### src/rtl/zp_port_pkg.sv
package zp_port_pkg;
  typedef enum logic [1:0] {
    SEL_NONE = 2'd0,
    SEL_DIR  = 2'd1,
    SEL_DATA = 2'd2
  } zp_sel_e;
endpackage

### src/rtl/zp_port_decode.sv
module zp_port_decode
  import zp_port_pkg::*;
#(
  parameter int ADDR_W    = 16,
  parameter int DIR_ADDR  = 0,
  parameter int DATA_ADDR = 1
) (
  input  logic [ADDR_W-1:0] addr,
  output zp_sel_e           sel
);
  localparam logic [ADDR_W-1:0] DirA  = ADDR_W'(DIR_ADDR);
  localparam logic [ADDR_W-1:0] DataA = ADDR_W'(DATA_ADDR);

  always_comb begin
    if (addr == DirA)       sel = SEL_DIR;
    else if (addr == DataA) sel = SEL_DATA;
    else                    sel = SEL_NONE;
  end
endmodule

### src/rtl/zp_port_regs.sv
module zp_port_regs
  import zp_port_pkg::*;
#(
  parameter int DATA_W = 8
) (
  input  logic              clk,
  input  logic              rst_n,
  input  zp_sel_e           sel,
  input  logic              wr_en,
  input  logic [DATA_W-1:0] wdata,
  output logic [DATA_W-1:0] dir_q,
  output logic [DATA_W-1:0] data_q
);
  always_ff @(posedge clk or negedge rst_n) begin
    if (!rst_n) begin
      dir_q  <= '0;
      data_q <= '0;
    end else if (wr_en) begin
      if (sel == SEL_DIR)  dir_q  <= wdata;
      if (sel == SEL_DATA) data_q <= wdata;
    end
  end

  assert_dir_write_R2: assert property (@(posedge clk) disable iff (!rst_n)
    (wr_en && sel == SEL_DIR) |=> (dir_q == $past(wdata)));

  assert_data_write_R4: assert property (@(posedge clk) disable iff (!rst_n)
    (wr_en && sel == SEL_DATA) |=> (data_q == $past(wdata)));

  assert_no_stray_write_R9: assert property (@(posedge clk) disable iff (!rst_n)
    !(wr_en && sel != SEL_NONE) |=> ($stable(dir_q) && $stable(data_q)));
endmodule

### src/rtl/zp_port_sync.sv
module zp_port_sync #(
  parameter int WIDTH  = 6,
  parameter int STAGES = 2
) (
  input  logic             clk,
  input  logic             rst_n,
  input  logic [WIDTH-1:0] d,
  output logic [WIDTH-1:0] q
);
  logic [WIDTH-1:0] stage [STAGES];

  generate
    for (genvar s = 0; s < STAGES; s++) begin : g_stage
      if (s == 0) begin : g_first
        always_ff @(posedge clk or negedge rst_n) begin
          if (!rst_n) stage[0] <= '1;
          else        stage[0] <= d;
        end
      end else begin : g_rest
        always_ff @(posedge clk or negedge rst_n) begin
          if (!rst_n) stage[s] <= '1;
          else        stage[s] <= stage[s-1];
        end
      end
    end
  endgenerate

  assign q = stage[STAGES-1];

  assert_first_stage_R8: assert property (@(posedge clk) disable iff (!rst_n)
    1'b1 |=> (stage[0] == $past(d)));
endmodule

### src/rtl/zp_port_rdmux.sv
module zp_port_rdmux
  import zp_port_pkg::*;
#(
  parameter int DATA_W = 8,
  parameter int PIN_W  = 6
) (
  input  zp_sel_e           sel,
  input  logic [DATA_W-1:0] dir_q,
  input  logic [DATA_W-1:0] data_q,
  input  logic [PIN_W-1:0]  level,
  output logic [DATA_W-1:0] rdata,
  output logic              hit
);
  logic [DATA_W-1:0] in_view;
  logic [DATA_W-1:0] merged;

  generate
    for (genvar i = 0; i < DATA_W; i++) begin : g_bit
      if (i < PIN_W) begin : g_pin
        assign in_view[i] = level[i];
      end else begin : g_nopin
        assign in_view[i] = 1'b1;
      end
    end
  endgenerate

  assign merged = (dir_q & data_q) | (~dir_q & in_view);

  always_comb begin
    unique case (sel)
      SEL_DIR:  rdata = dir_q;
      SEL_DATA: rdata = merged;
      default:  rdata = '0;
    endcase
  end

  assign hit = (sel != SEL_NONE);
endmodule

### src/rtl/zp_port.sv
module zp_port
  import zp_port_pkg::*;
#(
  parameter int ADDR_W    = 16,
  parameter int DATA_W    = 8,
  parameter int PIN_W     = 6,
  parameter int SYNC_N    = 2,
  parameter int DIR_ADDR  = 0,
  parameter int DATA_ADDR = 1
) (
  input  logic              clk,
  input  logic              rst_n,
  input  logic [ADDR_W-1:0] addr,
  input  logic              wr_en,
  input  logic [DATA_W-1:0] wdata,
  output logic [DATA_W-1:0] rdata,
  output logic              hit,
  input  logic [PIN_W-1:0]  pin_in,
  input  logic [PIN_W-1:0]  ext_drive,
  output logic [PIN_W-1:0]  pin_oe,
  output logic [PIN_W-1:0]  pin_out
);
  zp_sel_e          sel;
  logic [DATA_W-1:0] dir_q;
  logic [DATA_W-1:0] data_q;
  logic [PIN_W-1:0]  pad_level;
  logic [PIN_W-1:0]  sync_level;

  zp_port_decode #(
    .ADDR_W(ADDR_W), .DIR_ADDR(DIR_ADDR), .DATA_ADDR(DATA_ADDR)
  ) u_decode (
    .addr(addr), .sel(sel)
  );

  zp_port_regs #(.DATA_W(DATA_W)) u_regs (
    .clk(clk), .rst_n(rst_n), .sel(sel), .wr_en(wr_en), .wdata(wdata),
    .dir_q(dir_q), .data_q(data_q)
  );

  // undriven pads float high through the pull-up
  assign pad_level = (ext_drive & pin_in) | ~ext_drive;

  zp_port_sync #(.WIDTH(PIN_W), .STAGES(SYNC_N)) u_sync (
    .clk(clk), .rst_n(rst_n), .d(pad_level), .q(sync_level)
  );

  zp_port_rdmux #(.DATA_W(DATA_W), .PIN_W(PIN_W)) u_rdmux (
    .sel(sel), .dir_q(dir_q), .data_q(data_q), .level(sync_level),
    .rdata(rdata), .hit(hit)
  );

  assign pin_oe  = dir_q[PIN_W-1:0];
  assign pin_out = data_q[PIN_W-1:0];

  assert_miss_no_hit_R9: assert property (@(posedge clk) disable iff (!rst_n)
    (addr != ADDR_W'(DIR_ADDR) && addr != ADDR_W'(DATA_ADDR)) |-> (!hit && rdata == '0));

  assert_oe_follows_R3: assert property (@(posedge clk) disable iff (!rst_n)
    (wr_en && addr == ADDR_W'(DIR_ADDR)) |=> (pin_oe == $past(wdata[PIN_W-1:0])));

  assert_pinless_high_R6: assert property (@(posedge clk) disable iff (!rst_n)
    (addr == ADDR_W'(DATA_ADDR) && dir_q[DATA_W-1] == 1'b0) |-> rdata[DATA_W-1]);

  assert_hit_claim_R10: assert property (@(posedge clk) disable iff (!rst_n)
    (addr == ADDR_W'(DIR_ADDR) || addr == ADDR_W'(DATA_ADDR)) |-> hit);
endmodule

### config.mk
export PLATFORM = sky130hd
export DESIGN_NAME = zp_port
export DESIGN_NICKNAME = d
export VERILOG_FILES = /design/src/rtl/zp_port_pkg.sv /design/src/rtl/zp_port_decode.sv /design/src/rtl/zp_port_regs.sv /design/src/rtl/zp_port_sync.sv /design/src/rtl/zp_port_rdmux.sv /design/src/rtl/zp_port.sv
export SDC_FILE = /design/constraint.sdc
export NUM_CORES = 1
export LEC_CHECK = 0
export ABC_CLOCK_PERIOD_IN_PS = 2000
export BUFFER_PORTS_ARGS = -buffer_cell sky130_fd_sc_hd__buf_4
export CAP_MARGIN = 20
export CORE_MARGIN = 2
export CORE_UTILIZATION = 45
export DETAILED_ROUTE_END_ITERATION = 10
export HOLD_SLACK_MARGIN = 0.02
export PLACE_DENSITY = 0.77
export SETUP_SLACK_MARGIN = 0.5
export SLEW_MARGIN = 20
export SYNTH_ARGS = -nofsm -noshare
export SYNTH_HDL_FRONTEND = slang
export SYNTH_SLANG_ARGS = --single-unit
### constraint.sdc
create_clock -name clk -period 2 [get_ports clk]
set_input_delay 0 -clock clk [delete_from_list [all_inputs] [get_ports clk]]
set_output_delay 0 -clock clk [all_outputs]
set_load 0.02 [all_outputs]
==> results.py, run 1 <==
metrics = {
    "synth": {
        "ys_warn_count": 0,
        "ys_seq_elements": 28,
        "syn_nets": 143,
        "ys_types": 17,
        "yosysSeqAreaShare_pct": 55.2,
        "syn_inst": 104,
        "postSynthAreaPerCell_um2": 12.5,
        "syn_area_mm2": 0.00130,
    },
    "timing": {
        "finalCriticalPeriod_ns": 1.69,
        "worst_pin_slew_ns": 0.346,
        "fin_crit_sh_pct": 84.6,
        "rsz0062_at_grt": "true",
        "fmax_mhz": 591,
        "slew_headroom_pct": 76.7,
        "hold_violations": 0,
        "setup_slack_ns": 0.308,
        "setup_violations": 0,
        "tns_ns": 0,
        "clock_skew_ns": 0.000971,
        "slew_viol_final": 0,
    },
    "critical_path": {
        "critPathRequiredTime_ns": 2.00,
        "cp_slowest_cell": "or4_4",
        "crit_buf_inv": 3,
        "critical_path.top_delay_family": "simple AND/OR/NAND/NOR gates",
        "cpPeakStageDelay_ns": 0.57,
        "end_kind": "output pin",
        "path_max_fanout": 5,
        "critPathKind": "in -> out",
        "crit_arrival_ns": 1.69,
        "setup.worst_path.start_class": "primary input",
        "path_cells": "buf_6, or4_4, or4_4, buf_6, a21oi_2, a21o_1, buf_6",
        "cp_common_cell": "buf_6",
        "worstSetupPathDepth": 7,
        "worstRegToRegCells": 1,
    },
    "global_route": {
        "antenna_found_initial": 0,
        "grt_max_degree": 29,
        "track_usage_pct": 19.4,
        "grt_pass1_vias": 1081,
        "grt_first_pass_wirelength_mm": 4.83,
        "grt_overflow": 0,
    },
    "detailed_routing": {
        "first_pass_iters": 4,
        "drt_iter0_markers": 17,
        "finalWirelength_mm": 3.13,
        "num_vias": 1070,
        "drc": 0,
        "antenna_left": 0,
        "wl_per_cell_um": 14.8,
        "vias_per_cell": 5.05,
    },
    "clock_tree": {
        "cts_sinks": 28,
        "h-tree-depth": 1,
        "numCtsBuffers": 3,
        "ctsLongestPathBuffers": 2,
        "path_clk_slew_ns": 0.14,
        "cts_tree": "built",
        "clock_latency_ns": 0.32,
        "clock-root-buffer": "clkbuf_4",
    },
    "power_and_ir_drop": {
        "ir_drop_uv": 473,
        "switching_share_pct": 20.6,
        "power_w": 0.000938,
        "seqPwrFrac_pct": 63.0,
        "power_frac_comb_pct": 13.3,
        "power_density_mw_per_mm2": 449,
        "p_int_w": 0.000745,
        "p_leak_nw": 1.07,
        "power_switching_w": 0.000194,
        "pwr-share-clk_pct": 23.7,
    },
    "floorplan": {
        "rows": 19,
        "die_h_um": 57.7,
        "io_pins": 60,
        "core-area_mm2": 0.00276,
        "dieArea_mm2": 0.00333,
        "start_util_pct": 47.0,
        "die_w_um": 57.7,
    },
    "layout": {
        "syn_to_final_growth_pct": 61.1,
        "stdcell_area_mm2": 0.00209,
        "final_core_util_pct": 75.7,
        "finalNetCount": 222,
        "diodes": 0,
        "drive_gt1_share_pct": 63.5,
    },
    "placed_design": {
        "gp_congestion": 0.767,
        "post-dp-hpwl_mm": 2.01,
        "pre_cts_slack_ns": 0.234,
        "placed_area_mm2": 0.00174,
        "port_buffers": 59,
    },
    "job": {
        "cap_violations": 0,
    },
    "run_status": {
        "outcome": "finished clean",
    },
    "worst_hold_path": {
        "hold_class": "in -> async",
    },
}
[cells by family (layout without fill, tap and decap cells)]
| kind of cell | count (synthesis) | after routing | share of synthesized area (%) |
|---|---|---|---|
| flops | 28 | 28 | 55.2 |
| compound gates | 14 | 14 | 6.56 |
| mux | 16 | 16 | 13.9 |
| simple gates | 33 | 33 | 17.1 |
| buf+inv | 13 | 90 | 7.24 |
[state kept, by name, summed over array words and instances, names as in the netlist]
register       count
u_regs.dir_q       8
u_sync.stage       6
u_regs.data_q      8
u_sync.q           6
[cell usage in the layout (no fill, tap or decap), types with 3 or more instances in the layout]
| cell | synthesis | layout |
|---|---|---|
| a21o_1 | 6 | 6 |
| a21oi_2 | 0 | 6 |
| nand2_1 | 9 | 7 |
| nand2b_1 | 13 | 12 |
| or4_4 | 2 | 4 |
| dlygate4sd3_1 | 0 | 21 |
| dfrtp_1 | 16 | 16 |
| clkbuf_4 | 0 | 3 |
| buf_4 | 12 | 49 |
| mux2_2 | 16 | 16 |
| dfstp_2 | 12 | 12 |
| buf_6 | 0 | 16 |
[cells in the mapped netlist]
master | number | share of area (%)
buf_4 | 12 | 7.0
mux2_2 | 16 | 14
clkbuf_1 | 1 | 0.29
nand2_4 | 1 | 0.87
nor4_4 | 1 | 1.6
nand2_1 | 9 | 2.6
or4_4 | 2 | 1.7
dfstp_2 | 12 | 24
nor2b_1 | 2 | 0.97
nor4_1 | 1 | 0.48
or4b_2 | 1 | 0.77
or4_1 | 3 | 1.7
o21ai_0 | 2 | 0.77
a21o_1 | 6 | 3.5
nand2b_1 | 13 | 6.3
dfrtp_1 | 16 | 31
a21oi_1 | 6 | 2.3
[per-stage QoR]
stage | instances | hold slack (ns)
3_3_place_gp | 183 | -0.0776
2_1_floorplan | 104 | -0.296
4_1_cts | 211 | 0.111
5_1_grt | 212 | 0.106
6_report | 212 | 0.115
3_5_place_dp | 183 | -0.0695
[worst paths after layout]
check                                       startpoint                          end  slack, ns
min in group clk                                 wr_en  u_regs.dir_q[1]$_DFFE_PN0P_       0.12
setup reg to reg           u_regs.dir_q[5]$_DFFE_PN0P_  u_regs.dir_q[5]$_DFFE_PN0P_       1.18
hold / removal                                   rst_n  u_regs.dir_q[6]$_DFFE_PN0P_       0.12
setup / recovery                              addr[13]                     rdata[3]       0.31
hold reg to reg             u_sync.stage[10]$_DFF_PN1_        u_sync.q[4]$_DFF_PN1_       0.36
max in group asynchronous                        rst_n    u_sync.stage[9]$_DFF_PN1_       1.57
[final cells by class]
| class | count | area (um2) |
|---|---|---|
| timing repair buffer | 87 | 763 |
| sequential | 28 | 716 |
| clock buffer | 3 | 22.5 |
| tap | 31 | 38.8 |
| fill | 194 | 669 |
| multi-input combinational | 63 | 548 |
[power by group through the flow]
stage	Sequential, W	Clock [W]	Combinational, W
finish	0.000591	0.000222	0.000125
global route	0.000593	0.000250	0.000134
CTS	0.000592	0.000229	0.000123
detailed placement	0.000601	0	0.0000873
global placement	0.000601	0	0.0000841
floorplan	0.000600	0	0.0000150
[layer usage]
| layer | vias to the layer above | part of all wire (%) | GRT usage (%) |
|---|---|---|---|
| li1 | 500 | - | - |
| met1 | 530 | 34 | 20.9 |
| met2 | 36 | 59 | 38.1 |
| met3 | 4 | 5.3 | 2.46 |
| met4 | 0 | 1.2 | 6.98 |
| met5 | - | 0 | 0 |
[what timing repair did]
| item | CTS | global route |
|---|---|---|
| hold buffers | 21 | 0 |
| cloned | 1 | 1 |
| pin swaps | 6 | 3 |
| hold endpoints to repair | 50 | 0 |
| setup endpoints to repair | 9 | 17 |
| resized for setup | 15 | 7 |
| buffers inserted | 3 | 0 |
Power figures use the tool's default switching activity.
==> inputs of run 2 (changes only) <==
--- a/config.mk
+++ b/config.mk
@@ -5,7 +5,7 @@
 export SDC_FILE = /design/constraint.sdc
 export NUM_CORES = 1
 export LEC_CHECK = 0
-export ABC_CLOCK_PERIOD_IN_PS = 2000
+export ABC_CLOCK_PERIOD_IN_PS = 1700
 export BUFFER_PORTS_ARGS = -buffer_cell sky130_fd_sc_hd__buf_4
 export CAP_MARGIN = 20
 export CORE_MARGIN = 2
==> constraint.sdc (replaced) <==
create_clock -name clk -period 1.7 [get_ports clk]
set_input_delay 0 -clock clk [delete_from_list [all_inputs] [get_ports clk]]
set_output_delay 0 -clock clk [all_outputs]
set_load 0.02 [all_outputs]
==> results.py, run 2 (synthesis results as in run 1) <==
metrics = {
    "job": {
        "cap_violations": 0,
    },
    "floorplan": {
        "io_pins": 60,
        "die_w_um": 57.7,
        "core-area_mm2": 0.00276,
        "dieArea_mm2": 0.00333,
        "rows": 19,
        "die_h_um": 57.7,
        "start_util_pct": 47.0,
    },
    "placed_design": {
        "gp_congestion": 0.680,
        "post-dp-hpwl_mm": 2.08,
        "port_buffers": 59,
    },
    "critical_path": {
        "r2r-start": "u_regs.dir_q[2]$_DFFE_PN0P_",
        "critPathRequiredTime_ns": 1.70,
        "ff2ff_setup_slack_ns": 0.87,
        "end_kind": "output pin",
        "path_max_fanout": 5,
        "setup.worst_path.start_class": "primary input",
        "crit_arrival_ns": 1.69,
        "critPathKind": "in -> out",
        "cp-startpoint": "addr[5]",
    },
    "timing": {
        "clock_skew_ns": 0.000834,
        "setup_violations": 0,
        "finalCriticalPeriod_ns": 1.69,
        "slew_headroom_pct": 77.9,
        "hold_violations": 0,
        "fin_crit_sh_pct": 99.6,
        "worst_pin_slew_ns": 0.332,
        "slew_viol_final": 0,
        "fmax_mhz": 591,
        "rsz0062_at_grt": "true",
        "tns_ns": 0,
    },
    "run_status": {
        "outcome": "finished clean",
    },
    "layout": {
        "register_area_um2": 716,
        "syn_to_final_growth_pct": 65.8,
        "diodes": 0,
        "reg_top3": "u_regs.data_q (8), u_regs.dir_q (8)",
        "finalNetCount": 223,
        "drive_gt1_share_pct": 63.4,
        "fillCellCount": 182,
        "final_cell_mix": "51 x buf_4, 21 x dlygate4sd3_1, 16 x buf_6, 16 x dfrtp_1, 14 x mux2_2",
        "final_common_cell": "buf_4",
        "multi_input_area_um2": 569,
    },
    "detailed_routing": {
        "num_vias": 1096,
        "drt_iter0_markers": 28,
        "first_pass_iters": 4,
        "finalWirelength_mm": 3.14,
        "vias_per_cell": 5.12,
        "antenna_left": 0,
        "wl_per_cell_um": 14.7,
        "drc": 0,
    },
    "global_route": {
        "grt_max_degree": 29,
        "track_usage_pct": 20.4,
        "antenna_found_initial": 0,
        "grt_first_pass_wirelength_mm": 5.15,
        "grt_pass1_vias": 1223,
        "grt_overflow": 0,
    },
    "clock_tree": {
        "cts_sinks": 28,
        "ctsLongestPathBuffers": 2,
        "path_clk_slew_ns": 0.15,
        "cts_tree": "built",
        "numCtsBuffers": 3,
        "clock_latency_ns": 0.33,
        "h-tree-depth": 1,
        "clock-root-buffer": "clkbuf_4",
    },
    "worst_hold_path": {
        "hp-start": "wr_en",
        "hold_class": "in -> reg",
    },
    "power_and_ir_drop": {
        "power_w": 0.00127,
        "p_leak_nw": 1.09,
        "ir_drop_uv": 670,
        "power_density_mw_per_mm2": 593,
    },
}
[run 2: cell types whose count changed in the layout (fill, tap and decap cells not counted), sizes merged]
cell    change
buf         +1
bufinv      +1
[run 2: routing by layer]
layer  vias to the layer above  share of wire [%]  wire length, um  global-route usage (%)
li1                        509                  -                -                       -
met1                       525                 34             1080                    21.8
met2                        51                 57             1780                    37.8
met3                        11                6.4              201                    3.57
met4                         0                2.4               76                    10.6
met5                         -                  0                0                       0
[run 2: stage by stage]
stage          hold WS, ns  setup slack [ns]  util, %  instance area (um2)  instances
2_1_floorplan       -0.296             0.102        -                 1350        104
3_3_place_gp       -0.0752           -0.0199     63.9                 1760        185
3_5_place_dp       -0.0701           -0.0217     63.9                 1760        185
4_1_cts             0.0607            0.0326     77.0                 2120        213
5_1_grt             0.0534           -0.0283     77.9                 2150        214
6_report            0.0698           0.00683     77.9                 2150        214
[run 2: final timing paths]
path                                          endpoint  cells past startpoint
hold reg to reg                  u_sync.q[2]$_DFF_PN1_                      0
setup / recovery                              rdata[0]                      7
setup reg to reg           u_regs.dir_q[2]$_DFFE_PN0P_                      1
min in group asynchronous  u_regs.dir_q[1]$_DFFE_PN0P_                      2
max in group asynchronous        u_sync.q[4]$_DFF_PN1_                      2
hold / removal             u_regs.dir_q[7]$_DFFE_PN0P_                      3
[run 2: timing repair]
| action | 4_1_cts | 5_1_grt |
|---|---|---|
| hold buffers | 21 | 0 |
| resized for setup | 19 | 5 |
| cloned | 1 | 0 |
| setup buffers | 2 | 1 |
| endpoints found under the hold margin | 50 | 0 |
| endpoints found under the setup margin | 25 | 25 |
| pin swaps | 5 | 3 |
[run 2: area by class of cell]
class,instances,area share (%)
Clock buffer,3,1.05
Sequential cell,28,33.3
Multi-Input combinational cell,63,26.5
Clock inverter,1,1.40
Tap cell,31,1.80
Timing Repair Buffer,88,36.0
[run 2: critical path: stages]
cell and delay [ns]:
buf_6 0.09, or4b_4 0.53, or4_4 0.57, buf_6 0.16, a21oi_2 0.10, a21o_1 0.12
buf_6 0.12
[run 2: power by group]
group	total, W	switching (W)	internal (W)	leakage (nW)
sequential	0.000697	0.00000460	0.000692	0.350
combinational	0.000149	0.0000470	0.000102	0.710
clock	0.000429	0.000190	0.000239	0.0279
total	0.00127	0.000242	0.00103	1.09
==> inputs of run 3 (changes only) <==
--- a/config.mk
+++ b/config.mk
@@ -5,7 +5,7 @@
 export SDC_FILE = /design/constraint.sdc
 export NUM_CORES = 1
 export LEC_CHECK = 0
-export ABC_CLOCK_PERIOD_IN_PS = 1700
+export ABC_CLOCK_PERIOD_IN_PS = 1720
 export BUFFER_PORTS_ARGS = -buffer_cell sky130_fd_sc_hd__buf_4
 export CAP_MARGIN = 20
 export CORE_MARGIN = 2
==> constraint.sdc (replaced) <==
create_clock -name clk -period 1.72 [get_ports clk]
set_input_delay 0 -clock clk [delete_from_list [all_inputs] [get_ports clk]]
set_output_delay 0 -clock clk [all_outputs]
set_load 0.05 [all_outputs]
==> results.py, run 3 (synthesis results as in run 1) <==
metrics = {
    "critical_path": {
        "crit_arrival_ns": 1.76,
        "critPathKind": "in -> out",
        "end_kind": "output pin",
        "setup.worst_path.start_class": "primary input",
        "path_max_fanout": 5,
        "critPathRequiredTime_ns": 1.72,
    },
    "placed_design": {
        "post-dp-hpwl_mm": 2.11,
        "placed_area_mm2": 0.00176,
        "gp_congestion": 0.687,
        "port_buffers": 59,
    },
    "clock_tree": {
        "clock_latency_ns": 0.32,
        "clock-root-buffer": "clkbuf_4",
        "h-tree-depth": 1,
        "cts_tree": "built",
        "ctsLongestPathBuffers": 2,
        "cts_sinks": 28,
        "numCtsBuffers": 3,
        "path_clk_slew_ns": 0.14,
    },
    "power_and_ir_drop": {
        "pwr-share-clk_pct": 26.9,
        "power_switching_w": 0.000230,
        "power_density_mw_per_mm2": 510,
        "seqPwrFrac_pct": 60.1,
        "p_int_w": 0.000916,
        "power_frac_comb_pct": 13.0,
        "switching_share_pct": 20.1,
        "ir_drop_uv": 658,
        "p_leak_nw": 1.13,
    },
    "layout": {
        "reg_top3": "u_regs.data_q (8), u_regs.dir_q (8)",
        "final_common_cell": "buf_4",
        "final_cell_mix": "50 x buf_4, 21 x dlygate4sd3_1, 16 x dfrtp_1",
        "final_core_util_pct": 81.4,
        "diodes": 0,
        "drive_gt1_share_pct": 67.7,
        "finalNetCount": 226,
        "multi_input_area_um2": 597,
        "stdcell_area_mm2": 0.00224,
        "register_area_um2": 716,
        "syn_to_final_growth_pct": 73.2,
        "fillCellCount": 152,
    },
    "detailed_routing": {
        "num_vias": 1096,
        "finalWirelength_mm": 3.29,
        "wl_per_cell_um": 15.2,
        "drt_iter0_markers": 19,
        "first_pass_iters": 4,
        "drc": 0,
        "vias_per_cell": 5.05,
        "antenna_left": 0,
    },
    "worst_hold_path": {
        "hold_class": "in -> reg",
    },
    "timing": {
        "slew_viol_final": 0,
        "clock_skew_ns": 0.000997,
        "finalCriticalPeriod_ns": 1.76,
        "hold_violations": 0,
        "worst_pin_slew_ns": 0.336,
        "fmax_mhz": 567,
        "rsz0062_at_grt": "true",
        "setup_slack_ns": -0.0434,
        "slew_headroom_pct": 77.6,
        "tns_ns": -0.119,
        "setup_violations": 5,
        "fin_crit_sh_pct": 103,
        "hold_ws_ns": 0.0859,
    },
    "global_route": {
        "track_usage_pct": 20.4,
        "grt_max_degree": 29,
        "antenna_found_initial": 0,
        "grt_pass1_vias": 1205,
        "grt_first_pass_wirelength_mm": 5.13,
        "grt_overflow": 0,
    },
    "floorplan": {
        "die_h_um": 57.7,
        "dieArea_mm2": 0.00333,
        "core-area_mm2": 0.00276,
        "start_util_pct": 47.0,
        "rows": 19,
        "io_pins": 60,
        "die_w_um": 57.7,
    },
    "run_status": {
        "outcome": "finished, violations left",
        "violations": "negative setup slack",
    },
    "job": {
        "cap_violations": 0,
    },
}
## run 3: changes by cell type in the layout (fill, tap and decap cells not counted)
| cell | previous run | this run |
|---|---|---|
| a21o_1 | 6 | 0 |
| a21o_2 | 0 | 6 |
| a21oi_2 | 6 | 5 |
| a21oi_4 | 0 | 1 |
| buf_16 | 0 | 1 |
| buf_4 | 51 | 50 |
| buf_6 | 16 | 11 |
| buf_8 | 0 | 8 |
| bufinv_16 | 1 | 0 |
| clkbuf_8 | 0 | 1 |
| nand2_1 | 8 | 7 |
| nand2_2 | 1 | 0 |
| nand2_4 | 0 | 2 |
## run 3: layout make-up
cell class | count | share of cell area (%)
multi-input cells | 63 | 26.6
flip-flops and latches | 28 | 31.9
well taps | 31 | 1.73
repair buffers | 91 | 38.2
clock buffers | 4 | 1.62
## run 3: power by group through the flow
stage	logic [W]	clock network, W	registers [W]
6_report	0.000149	0.000308	0.000688
5_1_grt	0.000160	0.000350	0.000691
4_1_cts	0.000146	0.000321	0.000688
3_5_place_dp	0.000101	0	0.000700
3_3_place_gp	0.0000970	0	0.000699
2_1_floorplan	0.0000158	0	0.000698
## run 3: metal layers
layer	up-vias	wire, um	GRT usage (%)
li1	520	-	-
met1	533	1190	22.1
met2	38	1910	40.1
met3	5	149	2.68
met4	0	42	6.98
met5	-	0	0
## run 3: per-stage QoR
step	worst slack (ns)	std cells	total power [W]
2_1_floorplan	0.0959	104	0.000714
4_1_cts	-0.0151	215	0.00115
3_3_place_gp	-0.0835	186	0.000796
5_1_grt	-0.0724	217	0.00120
6_report	-0.0434	217	0.00115
3_5_place_dp	-0.133	186	0.000801
## run 3: worst paths after layout
path | start | endpoint | slack [ns] | depth (start not counted)
max | addr[1] | rdata[0] | -0.04 | 7
min reg2reg | u_sync.stage[10]$_DFF_PN1_ | u_sync.q[4]$_DFF_PN1_ | 0.37 | 0
max in group asynchronous | rst_n | u_sync.stage[9]$_DFF_PN1_ | 1.32 | 2
min in group asynchronous | rst_n | u_regs.dir_q[5]$_DFFE_PN0P_ | 0.10 | 2
max reg2reg | u_regs.dir_q[0]$_DFFE_PN0P_ | u_regs.dir_q[0]$_DFFE_PN0P_ | 0.88 | 1
min | wr_en | u_regs.dir_q[2]$_DFFE_PN0P_ | 0.09 | 3
## run 3: what timing repair did
item                                    in CTS  in global routing
endpoints found under the setup margin      25                 25
gates cloned                                 1                  0
pin swaps                                    6                  0
hold buffers                                21                  0
gates resized for setup                     34                 11
endpoints found under the hold margin       50                  0
setup buffers                                3                  2
## run 3: worst max-delay path, cell delays in order
cell and delay, ns:
buf_6 0.09, or4_4 0.53, or4_4 0.60, buf_8 0.16, a21oi_2 0.11, a21o_2 0.13, buf_8 0.14
